## config.mk

```make
export PLATFORM = sky130hd
export DESIGN_NAME = cgate_ctrl
export DESIGN_NICKNAME = d
export VERILOG_FILES = /design/src/rtl/cgate_pkg.sv /design/src/rtl/cgate_fields.sv /design/src/rtl/cgate_arbiter.sv /design/src/rtl/cgate_status_pipe.sv /design/src/rtl/cgate_ctrl.sv
export SDC_FILE = /design/constraint.sdc
export NUM_CORES = 1
export LEC_CHECK = 0
export BUFFER_PORTS_ARGS = -buffer_cell sky130_fd_sc_hd__buf_2
export CORE_MARGIN = 1
export CORE_UTILIZATION = 25
export CTS_BUF_LIST = sky130_fd_sc_hd__clkbuf_8 sky130_fd_sc_hd__clkbuf_16
export CTS_CLUSTER_DIAMETER = 80
export DETAILED_ROUTE_END_ITERATION = 8
export PLACE_DENSITY = 0.88
export SLEW_MARGIN = 0
export SYNTH_ARGS = -nofsm -noshare
export SYNTH_HDL_FRONTEND = slang
export SYNTH_SLANG_ARGS = --single-unit
```

## constraint.sdc

```tcl
create_clock -name clk -period 1.2 [get_ports clk]
set_clock_uncertainty 0.1 [all_clocks]
set_input_delay 0.12 -clock clk [delete_from_list [all_inputs] [get_ports clk]]
set_output_delay 0.12 -clock clk [all_outputs]
set_load 0.02 [all_outputs]
```

## src/rtl/cgate_pkg.sv

```systemverilog
// Shared definitions for the clock gate controller.
// Assumes a 32-bit register view; field positions are parameters of the top.
package cgate_pkg;
    typedef enum logic [2:0] {
        GK_NONE       = 3'd0,
        GK_HW_ONLY    = 3'd1,
        GK_SW_ONLY    = 3'd2,
        GK_SELECTABLE = 3'd3,
        GK_HW_OR_ON   = 3'd4
    } gate_kind_e;
endpackage

```

## src/rtl/cgate_fields.sv

```systemverilog
// Writable enable and mode fields. A field that is absent is tied to a
// constant. Assumes a single register word written with a strobe.
module cgate_fields #(
    parameter int   REG_W   = 32,
    parameter int   EN_POS  = 0,
    parameter int   SEL_POS = 4,
    parameter bit   HAS_EN  = 1'b1,
    parameter bit   HAS_SEL = 1'b1,
    parameter logic EN_RST  = 1'b1,
    parameter logic SEL_RST = 1'b1,
    parameter logic EN_TIE  = 1'b0
) (
    input  logic             clk,
    input  logic             rst_n,
    input  logic             wr_en,
    input  logic [REG_W-1:0] wr_data,
    output logic             en_q,
    output logic             sel_q
);
    generate
        if (HAS_EN) begin : g_en
            // Hold the software enable field.
            always_ff @(posedge clk) begin
                if (!rst_n)     en_q <= EN_RST;
                else if (wr_en) en_q <= wr_data[EN_POS];
            end
        end else begin : g_no_en
            assign en_q = EN_TIE;
        end

        if (HAS_SEL) begin : g_sel
            // Hold the hardware/software mode field.
            always_ff @(posedge clk) begin
                if (!rst_n)     sel_q <= SEL_RST;
                else if (wr_en) sel_q <= wr_data[SEL_POS];
            end
        end else begin : g_no_sel
            assign sel_q = 1'b0;
        end
    endgenerate
endmodule

```

## src/rtl/cgate_arbiter.sv

```systemverilog
// Picks the effective gate enable from the variant, the mode field,
// the software enable and the hardware request. Purely combinational.
module cgate_arbiter
    import cgate_pkg::*;
#(
    parameter gate_kind_e KIND = GK_SELECTABLE
) (
    input  logic en_q,
    input  logic sel_q,
    input  logic hw_req,
    output logic gate_on
);
    // Resolve which source controls the gate.
    always_comb begin
        case (KIND)
            GK_NONE:       gate_on = 1'b1;
            GK_HW_ONLY:    gate_on = hw_req;
            GK_SW_ONLY:    gate_on = en_q;
            GK_SELECTABLE: gate_on = sel_q ? en_q : hw_req;
            GK_HW_OR_ON:   gate_on = sel_q ? 1'b1 : hw_req;
            default:       gate_on = 1'b1;
        endcase
    end
endmodule

```

## src/rtl/cgate_status_pipe.sv

```systemverilog
// Delays the effective enable by STAGES clock edges to form the status
// field. Reset clears every stage. Assumes STAGES >= 1.
module cgate_status_pipe #(
    parameter int STAGES = 2
) (
    input  logic clk,
    input  logic rst_n,
    input  logic d,
    output logic q
);
    logic [STAGES-1:0] stage_q;

    generate
        for (genvar s = 0; s < STAGES; s++) begin : g_stage
            // One synchronizer-like delay stage.
            always_ff @(posedge clk) begin
                if (!rst_n) stage_q[s] <= 1'b0;
                else        stage_q[s] <= (s == 0) ? d : stage_q[(s == 0) ? 0 : s-1];
            end
        end
    endgenerate

    assign q = stage_q[STAGES-1];
endmodule

```

## src/rtl/cgate_ctrl.sv

```systemverilog
// Clock gate control cell with a single 32-bit register word.
// Fields: software enable, hardware/software mode and read-only status.
// The variant is fixed at build time by KIND. The gate enable is
// combinational from the fields and hw_req. hw_req is assumed
// synchronous to clk.
module cgate_ctrl
    import cgate_pkg::*;
#(
    parameter gate_kind_e KIND       = GK_SELECTABLE,
    parameter bit         SW_INIT    = 1'b1,
    parameter int         REG_W      = 32,
    parameter int         EN_POS     = 0,
    parameter int         SEL_POS    = 4,
    parameter int         STAT_POS   = 8,
    parameter int         LAG_STAGES = 2
) (
    input  logic             clk,
    input  logic             rst_n,
    input  logic             wr_en,
    input  logic [REG_W-1:0] wr_data,
    input  logic             hw_req,
    output logic [REG_W-1:0] rd_data,
    output logic             gate_en
);
    localparam bit HAS_EN  = (KIND == GK_SW_ONLY) || (KIND == GK_SELECTABLE);
    localparam bit HAS_SEL = (KIND == GK_SELECTABLE) || (KIND == GK_HW_OR_ON);
    localparam logic EN_RST  = (KIND == GK_SW_ONLY) ? 1'b1 :
                               (KIND == GK_SELECTABLE) ? SW_INIT : 1'b0;
    localparam logic SEL_RST = (KIND == GK_SELECTABLE) ? SW_INIT : 1'b0;
    localparam logic EN_TIE  = (KIND == GK_HW_OR_ON);

    logic en_q, sel_q, gate_on, status_q;

    cgate_fields #(
        .REG_W(REG_W), .EN_POS(EN_POS), .SEL_POS(SEL_POS),
        .HAS_EN(HAS_EN), .HAS_SEL(HAS_SEL),
        .EN_RST(EN_RST), .SEL_RST(SEL_RST), .EN_TIE(EN_TIE)
    ) u_fields (
        .clk(clk), .rst_n(rst_n), .wr_en(wr_en), .wr_data(wr_data),
        .en_q(en_q), .sel_q(sel_q)
    );

    cgate_arbiter #(.KIND(KIND)) u_arb (
        .en_q(en_q), .sel_q(sel_q), .hw_req(hw_req), .gate_on(gate_on)
    );

    cgate_status_pipe #(.STAGES(LAG_STAGES)) u_stat (
        .clk(clk), .rst_n(rst_n), .d(gate_on), .q(status_q)
    );

    assign gate_en = gate_on;

    // Assemble the read word from the fields.
    always_comb begin
        rd_data           = '0;
        rd_data[EN_POS]   = en_q;
        rd_data[SEL_POS]  = sel_q;
        rd_data[STAT_POS] = status_q;
    end
endmodule

```

==> flow_metrics.env, run 1 <==
export IMPL_antenna_found_initial=0
export IMPL_num_fill_cells=156
export IMPL_synth_seq_area_share=0.210
export IMPL_postSynthCellCount=44
export IMPL_routed_wl_um=461
export IMPL_path_cells="mux2_4 -> buf_6"
export IMPL_place_congestion=0.615
export IMPL_vias=201
export IMPL_ys_ff_latch=4
export IMPL_drive_above_1_share=0.309
export IMPL_crit_required_ns=0.98
export IMPL_grt_ovfl_total=0
export IMPL_status="finished with violations"
export IMPL_critPathLaunchType="register"
export IMPL_cts_tree="yes"
export IMPL_path_buf_inv=1
export IMPL_dpl_hpwl_um=354
export IMPL_clkTransAtPathRegs_ns=0.03
export IMPL_crit_type="register to primary output"
export IMPL_cp_slowest_cell="dfxtp_2"
export IMPL_drv_cap=0
export IMPL_finalCritPeriodShare=1.00
export IMPL_drc=0
export IMPL_hold_class="input port to register"
export IMPL_start_util=0.279
export IMPL_die_y_um=41.1
export IMPL_grt_pass1_wl_um=614
export IMPL_worst_path_max_fanout=2
export IMPL_final_cell_mix="conb_1, buf_2, clkbuf_8, dfxtp_1"
export IMPL_syn_cell_area_um2=382
export IMPL_critPathTopFamily="flip-flops"
export IMPL_cts_root_buf="clkbuf_8"
export IMPL_fin_util=0.281
export IMPL_syn2layout_area_growth_pct=0.656
export IMPL_finalWorstSetupSlack_ns=-0.00331
export IMPL_cts_buffers=3
export IMPL_port_buffers=9
export IMPL_power_leakage_nw=0.229
export IMPL_cts_sinks=4
export IMPL_critPathArrivalTime_ns=0.98
export IMPL_layout_commonest_cell="conb_1"
export IMPL_finalHoldViolCount=0
export IMPL_vias_per_cell=2.87
export IMPL_p_per_area_nw_per_um2=1480
export IMPL_fin_nets=93
export IMPL_max_freq_mhz=831
export IMPL_hold_ws_ns=0.0200
export IMPL_slew_viol_final=0
export IMPL_setup_tns_ns=-0.00331
export IMPL_die_area_um2=1690
export IMPL_io_pin_count=69
export IMPL_core_area_um2=1370
export IMPL_wl_per_cell_um=6.59
export IMPL_grt_usage=0.0670
export IMPL_critPathMaxStageDelay_ns=0.32
export IMPL_rsz0062_at_grt="true"
export IMPL_post_route_min_period_ns=1.20
export IMPL_h_tree_depth=1
export IMPL_grt_max_degree=5
export IMPL_fp_dieW_um=41.1
export IMPL_drtAntennaViolNets=0
export IMPL_violations="negative setup slack"
export IMPL_cts_buffer_depth=2
export IMPL_end_kind="primary output"
export IMPL_grt_pass1_vias=139
export IMPL_clk_latency_ns=0.21
export IMPL_n_antenna_cell=0
export IMPL_rows=13
export IMPL_drt_pass1_iter_count=2
export IMPL_drtIter0Drc=3
export IMPL_ys_types=8
export IMPL_synth_warnings=0
export IMPL_vdd_drop_max_uv=803
export IMPL_syn_area_per_cell_um2=8.67
export IMPL_setup_viol=1
area by class of cell:
cell class                      instances  area, um2  area share
Clock buffer                            3       41.3       0.107
Multi-Input combinational cell         36        166       0.433
Sequential cell                         4       81.3       0.212
Tap cell                               15       18.8      0.0489
Timing Repair Buffer                   12       76.3       0.199
per-layer routing:
layer | vias up | wire (um) | global-route usage
li1 | 95 | - | -
met1 | 85 | 147 | 0.0449
met2 | 21 | 260 | 0.109
met3 | 0 | 54 | 0.0652
met4 | 0 | 0 | 0.0500
met5 | - | 0 | 0
where the power goes:
group,internal (mW),switching (mW)
registers,0.143,0.00384
clock network,0.214,0.0679
logic,0.0344,0.106
stage by stage:
step                      total power [mW]  instances  area [um2]  worst slack [ns]
after floorplan                      0.336         72         487             0.147
after global placement               0.275         64         310             0.170
after detailed placement             0.276         64         310             0.152
after CTS                            0.579         69         377           -0.0117
after global routing                 0.613         70         384           -0.0290
final                                0.570         70         384          -0.00331
logic make-up after synthesis:
kind of cell  count (synthesis)  synth area share
flops                         4             0.210
mux                           3            0.0918
simple gates                  4            0.0590
buf+inv                      32             0.630
other cells                   1           0.00983
cell usage after synthesis (all sizes together):
library cell	n	area, um2
buf	32	240
dfxtp	4	80.1
and2	2	15.0
mux2i	2	20.0
nand2	2	7.51
conb	1	3.75
mux2	1	15.0
path summary, 6_finish.rpt:
check / startpoint / endpoint / slack (ns) / depth (start not counted)
setup / recovery: u_fields.sel_q / gate_en / -0.003 / 2
hold reg to reg: u_stat.stage_q[0] / u_stat.q / 0.33 / 1
setup reg to reg: u_fields.sel_q / u_stat.stage_q[0] / 0.20 / 2
hold / removal: wr_data[4] / u_fields.sel_q / 0.02 / 3
worst reg2reg max path, stage by stage, from the launching register on:
cell and delay, ns:
dfxtp_2 0.32, mux2_4 0.31, and2_4 0.15
flip-flops by register name, indices dropped and copies added, names as in the netlist:
signal and cells:
u_fields.sel_q 1, u_stat.stage_q 1, u_fields.en_q 1, u_stat.q 1
what timing repair did:
item	in CTS	in global routing
buffers inserted	1	1
hold buffers	1	0
endpoints found under the hold margin	2	0
setup endpoints to repair	1	1
resized for setup	3	0
(Power assumes the default switching activity.)
==> inputs of run 2 (changes only) <==
- SYNTH_HIERARCHICAL: unset -> 1
==> run 2 against run 1 <==
  * The run now ends clean
  * Area after synthesis decreased by 0.66%
  * Sequential power about the same
  * Sequential cell count unchanged
  * Power decreased by 0.21%
  * Non-clock buffer count unchanged
  * Critical path type unchanged
  * Critical endpoint unchanged
  * Largest power group unchanged
==> flow_metrics.env, run 2 <==
export IMPL_status="complete, no violations"
export IMPL_layout_commonest_cell="conb_1"
export IMPL_whs_path_depth=3
export IMPL_critPathLaunchType="register"
export IMPL_critPathTopFamily="flip-flops"
export IMPL_vias=204
export IMPL_cp_depth=2
export IMPL_drtAntennaViolNets=0
export IMPL_n_antenna_cell=0
export IMPL_r2r_cells=2
export IMPL_grt_pass1_wl_um=634
export IMPL_cts_buffer_depth=2
export IMPL_drtIter0Drc=1
export IMPL_die_area_um2=1680
export IMPL_fp_dieW_um=40.9
export IMPL_critPathMaxStageDelay_ns=0.32
export IMPL_core_area_um2=1350
export IMPL_num_fill_cells=148
export IMPL_setup_viol=0
export IMPL_cts_root_buf="clkbuf_8"
export IMPL_post_synth_top_count_cell="buf_4"
export IMPL_clkTransAtPathRegs_ns=0.03
export IMPL_finalPower_mw=0.569
export IMPL_routed_wl_um=441
export IMPL_ys_types=7
export IMPL_ys_ff_latch=4
export IMPL_place_congestion=0.589
export IMPL_drc=0
export IMPL_synth_seq_area_share=0.211
export IMPL_yosys_most_used_dff="dfxtp_1"
export IMPL_port_buffers=9
export IMPL_post_place_ws_ns=0.163
export IMPL_rsz0062_at_grt="true"
export IMPL_cts_sinks=4
export IMPL_worst_path_max_fanout=2
export IMPL_finalHoldViolCount=0
export IMPL_finalNonFillerCells=70
export IMPL_grt_max_degree=5
export IMPL_crit_type="register to primary output"
export IMPL_antenna_found_initial=0
export IMPL_p_per_area_nw_per_um2=1490
export IMPL_synth_warnings=6
export IMPL_start_util=0.281
export IMPL_finalCritPeriodShare=0.995
export IMPL_final_cell_mix="conb_1, buf_2, clkbuf_8, dfxtp_1"
export IMPL_vias_per_cell=2.91
export IMPL_seqCellArea_um2=81.3
export IMPL_critPathArrivalTime_ns=0.97
export IMPL_post_route_min_period_ns=1.19
export IMPL_grt_usage=0.0694
export IMPL_wl_per_cell_um=6.30
export IMPL_syn_cell_area_um2=379
export IMPL_io_pin_count=69
export IMPL_die_y_um=40.9
export IMPL_path_cells="mux2_4 -> buf_6"
export IMPL_path_buf_inv=1
export IMPL_multi_input_area_um2=164
export IMPL_end_kind="primary output"
export IMPL_synth_top_cell_by_area="buf_4"
export IMPL_hold_class="input port to register"
export IMPL_drive_above_1_share=0.291
export IMPL_cp_slowest_cell="dfxtp_2"
export IMPL_crit_required_ns=0.98
export IMPL_vdd_drop_max_uv=605
export IMPL_setup_tns_ns=0
export IMPL_clk_latency_ns=0.22
export IMPL_max_freq_mhz=838
export IMPL_cts_tree="yes"
export IMPL_syn_area_per_cell_um2=8.62
export IMPL_slew_viol_final=0
export IMPL_placed_cells_incl_taps=64
export IMPL_synthArstFlopShare=0
export IMPL_synth_area_leaders="buf_4, dfxtp_1, mux2i_1, mux2_4, and2_1"
export IMPL_rows=13
export IMPL_netlist_top_cells_count="buf_4, dfxtp_1, and2_1, mux2i_1, nand2_1"
export IMPL_finalWorstSetupSlack_ns=0.00630
export IMPL_drt_pass1_iter_count=2
export IMPL_dpl_hpwl_um=349
export IMPL_synth_edff_count=0
export IMPL_postSynthCellCount=44
export IMPL_cts_buffers=3
export IMPL_grt_pass1_vias=158
export IMPL_syn2layout_area_growth_pct=0.660
export IMPL_grt_ovfl_total=0
export IMPL_power_leakage_nw=0.227
export IMPL_fin_nets=93
export IMPL_drv_cap=0
export IMPL_h_tree_depth=1
export IMPL_synth_top_area_share=0.634
run 2: cell families (layout without fill, tap and decap cells):
logic type | after synthesis | after routing | synth area share
buffers and inverters | 32 | 15 | 0.634
flip-flops | 4 | 4 | 0.211
multiplexers | 3 | 3 | 0.0924
other | 1 | 29 | 0.00989
AND/OR/NAND/NOR | 4 | 4 | 0.0528
run 2: where the power goes:
group	internal (mW)	switching, mW
sequential	0.143	0.00395
combinational	0.0323	0.106
clock	0.214	0.0692
total	0.390	0.179
run 2: final timing paths:
check,from,endpoint,slack (ns)
min reg2reg,u_stat/stage_q[0],u_stat/q,0.33
max reg2reg,u_fields/sel_q,u_stat/stage_q[0],0.23
min,wr_data[0],u_fields/en_q,0.02
max,u_fields/sel_q,gate_en,0.006
run 2: layout make-up:
| type | instances | area share |
|---|---|---|
| clock buffer | 3 | 0.108 |
| multi-input combinational | 36 | 0.430 |
| tap | 15 | 0.0492 |
| sequential | 4 | 0.213 |
| timing repair buffer | 12 | 0.200 |
run 2: timing repair:
item / in CTS / in global routing
gates resized for setup: 3 / 0
setup endpoints to repair: 1 / 1
pin swaps: 0 / 0
buffers inserted: 1 / 1
endpoints found under the hold margin: 2 / 0
hold buffers: 1 / 0
run 2: stage by stage:
step / util / cell area, um2 / hold slack, ns
CTS: 0.277 / 374 / 0.0150
floorplan: - / 484 / 0.0819
global route: 0.283 / 382 / 0.0336
global placement: 0.228 / 308 / 0.214
detailed placement: 0.228 / 308 / 0.226
finish: 0.283 / 382 / 0.0200
run 2: tightest hold or removal path: stages:
cell and delay, ns:
buf_2 0.07, mux2i_1 0.05, nand2_1 0.06
run 2: routing by layer:
layer,vias to the layer above,part of all wire,global-route usage
met5,-,0,0
met1,89,0.30,0.0518
met3,0,0.15,0.0652
li1,95,-,-
met4,0,0,0.0750
met2,20,0.55,0.0977
==> inputs of run 3 (changes only) <==
- PLACE_DENSITY: 0.88 -> unset
- PLACE_DENSITY_LB_ADDON: unset -> 0.08
==> run 3 against run 2 <==
  * Die area unchanged
  * Sequential share of layout area up 0.43 points
  * Global-route usage down 2.1 points
  * Final area down 2.0%
  * Routed wire length down 9.8%
  * Critical path depth unchanged
  * Count of clock-buffer cells in the layout unchanged
  * Largest power group unchanged
==> flow_metrics.env, run 3 (synthesis results as in run 2) <==
export IMPL_routed_top_layer="met3"
export IMPL_grt_pass1_vias=108
export IMPL_cts_buffer_depth=2
export IMPL_placed_cells_incl_taps=64
export IMPL_drt_pass1_iter_count=2
export IMPL_path_buf_inv=1
export IMPL_grt_ovfl_total=0
export IMPL_r2r_end="u_stat/stage_q[0]"
export IMPL_rsz0062_at_grt="true"
export IMPL_vias_per_cell=2.75
export IMPL_p_comb_frac=0.241
export IMPL_vdd_drop_max_uv=293
export IMPL_drtIter0Drc=1
export IMPL_drtAntennaViolNets=0
export IMPL_critPathMaxStageDelay_ns=0.32
export IMPL_grt_max_degree=5
export IMPL_end_kind="primary output"
export IMPL_r2r_start="u_fields/sel_q"
export IMPL_cts_tree="yes"
export IMPL_io_pin_count=69
export IMPL_vias=190
export IMPL_clk_latency_ns=0.21
export IMPL_finalCritPeriodShare=0.992
export IMPL_intPower_mw=0.387
export IMPL_routed_wl_um=398
export IMPL_fin_nets=92
export IMPL_power_switching_share=0.306
export IMPL_place_congestion=0.561
export IMPL_routedLengthMet1_um=137
export IMPL_whs_path_depth=3
export IMPL_rrSetupSlack_ns=0.23
export IMPL_max_freq_mhz=840
export IMPL_wl_met2_um=201
export IMPL_r2r_cells=2
export IMPL_fp_dieW_um=40.9
export IMPL_wl_met3_um=59
export IMPL_power_leakage_nw=0.223
export IMPL_p_per_area_nw_per_um2=1490
export IMPL_setup_viol=0
export IMPL_fin_area_um2=374
export IMPL_antenna_found_initial=0
export IMPL_slew_viol_final=0
export IMPL_dpl_hpwl_um=355
export IMPL_syn2layout_area_growth_pct=-1.32
export IMPL_cp_slowest_cell="dfxtp_2"
export IMPL_placed_cell_area_um2=308
export IMPL_hold_path_end="u_fields/en_q"
export IMPL_drive_above_1_share=0.278
export IMPL_start_util=0.281
export IMPL_die_area_um2=1680
export IMPL_grt_usage=0.0482
export IMPL_power_frac_seq=0.264
export IMPL_path_cells="mux2_4 -> buf_6"
export IMPL_port_buffers=9
export IMPL_worst_path_max_fanout=2
export IMPL_layout_commonest_cell="conb_1"
export IMPL_status="complete, no violations"
export IMPL_switchingPower_mw=0.171
export IMPL_crit_type="register to primary output"
export IMPL_critPathArrivalTime_ns=0.97
export IMPL_grt_pass1_wl_um=414
export IMPL_critPathTopFamily="flip-flops"
export IMPL_rows=13
export IMPL_wl_per_cell_um=5.77
export IMPL_min_delay_start="wr_data[0]"
export IMPL_hold_class="input port to register"
export IMPL_post_route_min_period_ns=1.19
export IMPL_cts_buffers=3
export IMPL_clkTransAtPathRegs_ns=0.03
export IMPL_core_area_um2=1350
export IMPL_clock_power_share=0.495
export IMPL_drv_cap=0
export IMPL_die_y_um=40.9
export IMPL_cts_sinks=4
export IMPL_h_tree_depth=1
export IMPL_finalHoldViolCount=0
export IMPL_finalNonFillerCells=69
export IMPL_final_cell_mix="conb_1, buf_2, clkbuf_8, dfxtp_1"
export IMPL_crit_required_ns=0.98
export IMPL_cts_root_buf="clkbuf_8"
export IMPL_drc=0
export IMPL_n_antenna_cell=0
export IMPL_critPathLaunchType="register"
run 3: cell count changes in the layout (fill, tap and decap cells not counted), sizes merged:
cell  delta
buf      -1
run 3: worst max-delay path by stage:
stage | start | endpoint | slack [ns] | cells after the start
2_1_floorplan | u_fields/sel_q | u_stat/stage_q[0] | 0.17 | 2
3_3_place_gp | u_fields/sel_q | gate_en | 0.14 | 2
3_5_place_dp | u_fields/sel_q | gate_en | 0.16 | 2
4_1_cts | u_fields/sel_q | gate_en | -0.0004 | 2
5_1_grt | u_fields/sel_q | gate_en | -0.02 | 2
6_report | u_fields/sel_q | gate_en | 0.01 | 2
run 3: final cells by class:
class	instances	area, um2
Clock buffer	3	41.3
Fill cell	158	976
Multi-Input combinational cell	36	164
Sequential cell	4	81.3
Tap cell	15	18.8
Timing Repair Buffer	11	68.8
run 3: per-stage QoR:
stage / setup slack, ns / total power [mW] / hold slack [ns] / util / setup TNS (ns)
floorplan: 0.166 / 0.334 / 0.0819 / - / 0
global placement: 0.143 / 0.274 / 0.226 / 0.228 / 0
detailed placement: 0.157 / 0.273 / 0.224 / 0.228 / 0
CTS: -0.000419 / 0.567 / 0.00142 / 0.270 / -0.000419
global route: -0.0156 / 0.601 / 0.0191 / 0.277 / -0.0156
finish: 0.00955 / 0.557 / 0.0308 / 0.277 / 0
run 3: worst register-to-register path: cells and delay by family, from the launching register on:
family	cells	cell delay, ns
mux	1	0.30
flops	1	0.32
simple gates	1	0.13
run 3: power groups by stage:
stage / clock [mW] / combinational (mW) / sequential, mW
floorplan: 0 / 0.186 / 0.148
global placement: 0 / 0.124 / 0.149
detailed placement: 0 / 0.124 / 0.149
CTS: 0.288 / 0.131 / 0.148
global route: 0.305 / 0.147 / 0.148
finish: 0.276 / 0.134 / 0.147
run 3: what timing repair did:
action                                 CTS  global route
endpoints found under the hold margin    0             2
pin swaps                                0             0
hold buffers                             0             1
setup buffers                            1             0
gates resized for setup                  3             0
setup endpoints to repair                1             1
run 3: per-layer routing:
| metal | track usage | vias to the layer above |
|---|---|---|
| li1 | - | 93 |
| met1 | 0.0356 | 78 |
| met2 | 0.0547 | 19 |
| met3 | 0.0489 | 0 |
| met4 | 0.0750 | 0 |
| met5 | 0 | - |
